<file path="config.mk">
export PLATFORM = sky130hd
export DESIGN_NAME = dbus_router
export DESIGN_NICKNAME = d
export VERILOG_FILES = /design/src/rtl/dbus_router.sv
export SDC_FILE = /design/constraint.sdc
export NUM_CORES = 1
export LEC_CHECK = 0
export BUFFER_PORTS_ARGS = -buffer_cell sky130_fd_sc_hd__buf_2
export CAP_MARGIN = 20
export CORE_AREA = 3 3 124 126
export CTS_BUF_LIST = sky130_fd_sc_hd__clkbuf_4
export DETAILED_ROUTE_END_ITERATION = 6
export DIE_AREA = 0 0 127 129
export REMOVE_ABC_BUFFERS = 1
export SLEW_MARGIN = 40
export SYNTH_ARGS = -nofsm -noshare
export SYNTH_HDL_FRONTEND = slang
export SYNTH_SLANG_ARGS = --single-unit
export TNS_END_PERCENT = 100
</file>
<file path="constraint.sdc">
create_clock -name clk -period 6 [get_ports clk]
set_input_delay 1.2 -clock clk [delete_from_list [all_inputs] [get_ports clk]]
set_output_delay 1.2 -clock clk [all_outputs]
set_load 0.01 [all_outputs]
</file>
<file path="src/rtl/dbus_router.sv">
module dbus_router #(
  parameter int AW = 32,
  parameter int DW = 32,
  parameter logic [AW-1:0] BOOT_BASE = 32'h0000_0000,
  parameter int BOOT_BITS = 28,
  parameter logic [AW-1:0] MMIO_BASE = 32'h1000_0000,
  parameter int MMIO_BITS = 12,
  parameter logic [AW-1:0] IRAM_BASE = 32'h2000_0000,
  parameter int IRAM_BITS = 16,
  parameter logic [AW-1:0] DRAM_BASE = 32'h8000_0000,
  parameter int DRAM_BITS = 16
) (
  input  logic               clk,
  input  logic               rst_n,
  input  logic               m_req_valid,
  output logic               m_req_ready,
  input  logic [AW-1:0]      m_req_addr,
  input  logic               m_req_write,
  input  logic [1:0]         m_req_size,
  input  logic [DW-1:0]      m_req_wdata,
  input  logic [DW/8-1:0]    m_req_wstrb,
  output logic               m_rsp_valid,
  output logic [DW-1:0]      m_rsp_rdata,
  output logic               m_rsp_err,
  output logic [3:0]         s_req_valid,
  input  logic [3:0]         s_req_ready,
  output logic [AW-1:0]      s_req_addr,
  output logic               s_req_write,
  output logic [1:0]         s_req_size,
  output logic [DW-1:0]      s_req_wdata,
  output logic [DW/8-1:0]    s_req_wstrb,
  input  logic [3:0]         s_rsp_valid,
  input  logic [4*DW-1:0]    s_rsp_rdata,
  input  logic [3:0]         s_rsp_err
);
  localparam int NS = 4;
  localparam int SW = $clog2(NS);
  localparam logic [AW-1:0] BASE [NS] = '{BOOT_BASE, MMIO_BASE, IRAM_BASE, DRAM_BASE};
  localparam int SPAN [NS] = '{BOOT_BITS, MMIO_BITS, IRAM_BITS, DRAM_BITS};

  logic          busy_q, miss_q;
  logic [SW-1:0] sel_q, sel_d;
  logic [NS-1:0] hit;
  logic          any_hit, accept;

  for (genvar i = 0; i < NS; i++) begin : g_hit
    assign hit[i] = (m_req_addr >> SPAN[i]) == (BASE[i] >> SPAN[i]);
  end

  always_comb begin
    sel_d = '0;
    for (int i = 0; i < NS; i++)
      if (hit[i]) sel_d = SW'(i);
  end

  assign any_hit     = |hit;
  assign m_req_ready = !busy_q && (any_hit ? s_req_ready[sel_d] : 1'b1);
  assign accept      = m_req_valid && m_req_ready;
  assign s_req_valid = (m_req_valid && !busy_q) ? hit : '0;

  assign s_req_addr  = m_req_addr;
  assign s_req_write = m_req_write;
  assign s_req_size  = m_req_size;
  assign s_req_wdata = m_req_wdata;
  assign s_req_wstrb = m_req_wstrb;

  assign m_rsp_valid = busy_q && (miss_q || s_rsp_valid[sel_q]);
  assign m_rsp_err   = m_rsp_valid && (miss_q || s_rsp_err[sel_q]);
  assign m_rsp_rdata = (m_rsp_valid && !miss_q) ? s_rsp_rdata[int'(sel_q)*DW +: DW] : '0;

  always_ff @(posedge clk) begin
    if (!rst_n) begin
      busy_q <= 1'b0;
      miss_q <= 1'b0;
      sel_q  <= '0;
    end else if (accept) begin
      busy_q <= 1'b1;
      miss_q <= !any_hit;
      sel_q  <= sel_d;
    end else if (m_rsp_valid) begin
      busy_q <= 1'b0;
    end
  end
endmodule

</file>
==> flow_summary.yaml <==
min_path:
  hp-class: "flop to flop"
logic_synthesis:
  yosysTopAreaCellShare: 0.3813
  async_flop_share: 0
  synthDistinctLibCells: 31
  ys.flop_type: "dfxtp_1"
  netlist_area_mm2: 0.001949
  syn_inst: 199
  ys_warn_count: 0
  avgSynthCellArea_um2: 9.796
  synth_edf_count: 0
  yosys.area.top_type: "mux4_2"
  synth.area.top_cells: "mux4_2, buf_4, nor2b_1"
  ys_seq_elements: 4
  yosysSeqAreaShare: 0.04108
global_route:
  grt_pass1_vias: 2077
  overflow: 0
  grt_pass1_wl_um: 13770
  antenna_found_initial: 6
  grt_util_all_layers: 0.1146
  grt_max_degree: 36
cts:
  h-tree-depth: 1
  cts_resized: 0
  cts_setup_buffers: 0
  cts_root_buf: "clkbuf_4"
  path_clk_slew_ps: 40
  cts_made_buffers: 3
  cts_tree: "built"
  clock_latency_ps: 240
  cts_sinks: 4
  postCtsHoldBufs: 0
  clock_path_buffers: 2
place:
  dp_slack_ps: 1888
  port_buffers: 221
  dp_hpwl_um: 9587
  globalplace.congestion: 0.7100
critical_path:
  required_ps: 4800
  worstSetupPathType: "input port to primary output"
  arrival_ps: 2890
  cp-end-kind: "primary output"
  crit_path_start_kind: "input port"
  crit_path_max_fanout: 32
run:
  drv_cap: 0
die:
  io_pins: 324
  die_h_um: 129
  start_util: 0.1351
  dieArea_mm2: 0.01638
  num_rows: 44
  core_area_mm2: 0.01442
  die_x_um: 127
finish:
  fillCellCount: 1654
  multi_input_area_mm2: 0.001271
  seq_area_um2: 85.08
  final_cell_mix: "buf_2, mux4_2, nor2b_1"
  final_common_cell: "buf_2"
  areaGrowthSynthToFinish_pct: 41.21
  nNetsFinal: 558
  drive_above_1_share: 0.7843
power:
  powerDensity_mw_per_mm2: 69.18
  p_leak_nw: 1.326
  ir_worst_vdd_uv: 77.87
  total_power_mw: 0.1904
sta:
  min_period_over_period: 0.6811
  hold_viol_final: 0
  setup_slack_ps: 1913
  worst-slew-pin-transition_ps: 677.0
  skew_ps: 9.454
  rsz0062_at_grt: "false"
  finalCriticalPeriod_ps: 4087
  hold_slack_ps: 527.8
  setup_viol: 0
  relSlewSlack: 0.5487
  slew_viol_final: 0
  tns_ps: 0
  fmax_ghz: 0.2447
detailed_routing:
  drt-total-wl_um: 10720
  routed_via_density: 4.075
  drt_iter0_drc: 110
  ant_nets: 0
  wl_per_cell_um: 20.23
  drt_pass1_iterations: 4
  vias: 2160
  drc: 0
status:
  outcome: "completed"
[worst paths after layout]
kind,from,to,slack [ps],cells after the start
min reg2reg,miss_q,miss_q,530,2
min,miss_q,miss_q,530,2
max,s_rsp_valid[1],m_rsp_rdata[25],1910,6
max reg2reg,sel_q[1],busy_q,4530,3
[worst max-delay path: stages]
cell and delay, ps:
buf_2 90, mux4_1 510, o21ai_1 200, or2_2 580, nor2b_1 110, buf_2 170
[state kept, by name (all words and copies together) (netlist names)]
| name | flops |
|---|---|
| miss_q | 1 |
| sel_q | 2 |
| busy_q | 1 |
[cells in the mapped netlist, types with 2 or more instances]
| library cell | number |
|---|---|
| clkbuf_1 | 4 |
| inv_1 | 4 |
| a21bo_2 | 2 |
| nor4_1 | 4 |
| nor2_1 | 8 |
| nand2_1 | 7 |
| mux4_2 | 33 |
| buf_4 | 71 |
| dfxtp_1 | 4 |
| nand3_1 | 3 |
| buf_2 | 7 |
| nor2b_1 | 33 |
[cell families (layout without fill, tap and decap cells)]
kind of cell           count (synthesis)  after routing  share of synthesized area
AO/OA/AOI/OAI                         11             11                    0.05713
other                                  0              3                          0
flip-flops                             4              4                    0.04108
multiplexers                          35             35                     0.3999
AND/OR/NAND/NOR                       62             62                     0.1906
XOR/XNOR                               1              1                   0.004494
buffers and inverters                 86            230                     0.3068
[power by group]
part           switching (mW)  total (mW)  internal [mW]
Clock                  0.0120      0.0415         0.0295
Combinational          0.0478       0.120         0.0722
Sequential            0.00139      0.0288         0.0274
[per-layer routing]
metal  GRT usage  part of all wire  vias up
met5     0.07353             0.014        -
met4    0.005047            0.0020        8
met3      0.1357              0.25        8
met2      0.1339              0.38      202
met1      0.1335              0.36      994
li1            -                 -      948
[stage by stage]
step	area (um2)	cells	util
2_1_floorplan	1366	117	-
5_1_grt	2750	529	0.1907
3_3_place_gp	2713	523	0.1881
4_1_cts	2745	527	0.1903
6_report	2753	530	0.1908
3_5_place_dp	2715	523	0.1882
[area by class of cell]
cell class	count	share of cell area
multi-input combinational	109	0.4618
timing repair buffer	222	0.4045
tap	184	0.08364
sequential	4	0.03091
clock buffer	4	0.01091
inverter	4	0.005455
antenna	3	0.002727
No activity file was read; power rests on OpenSTA's default activity.
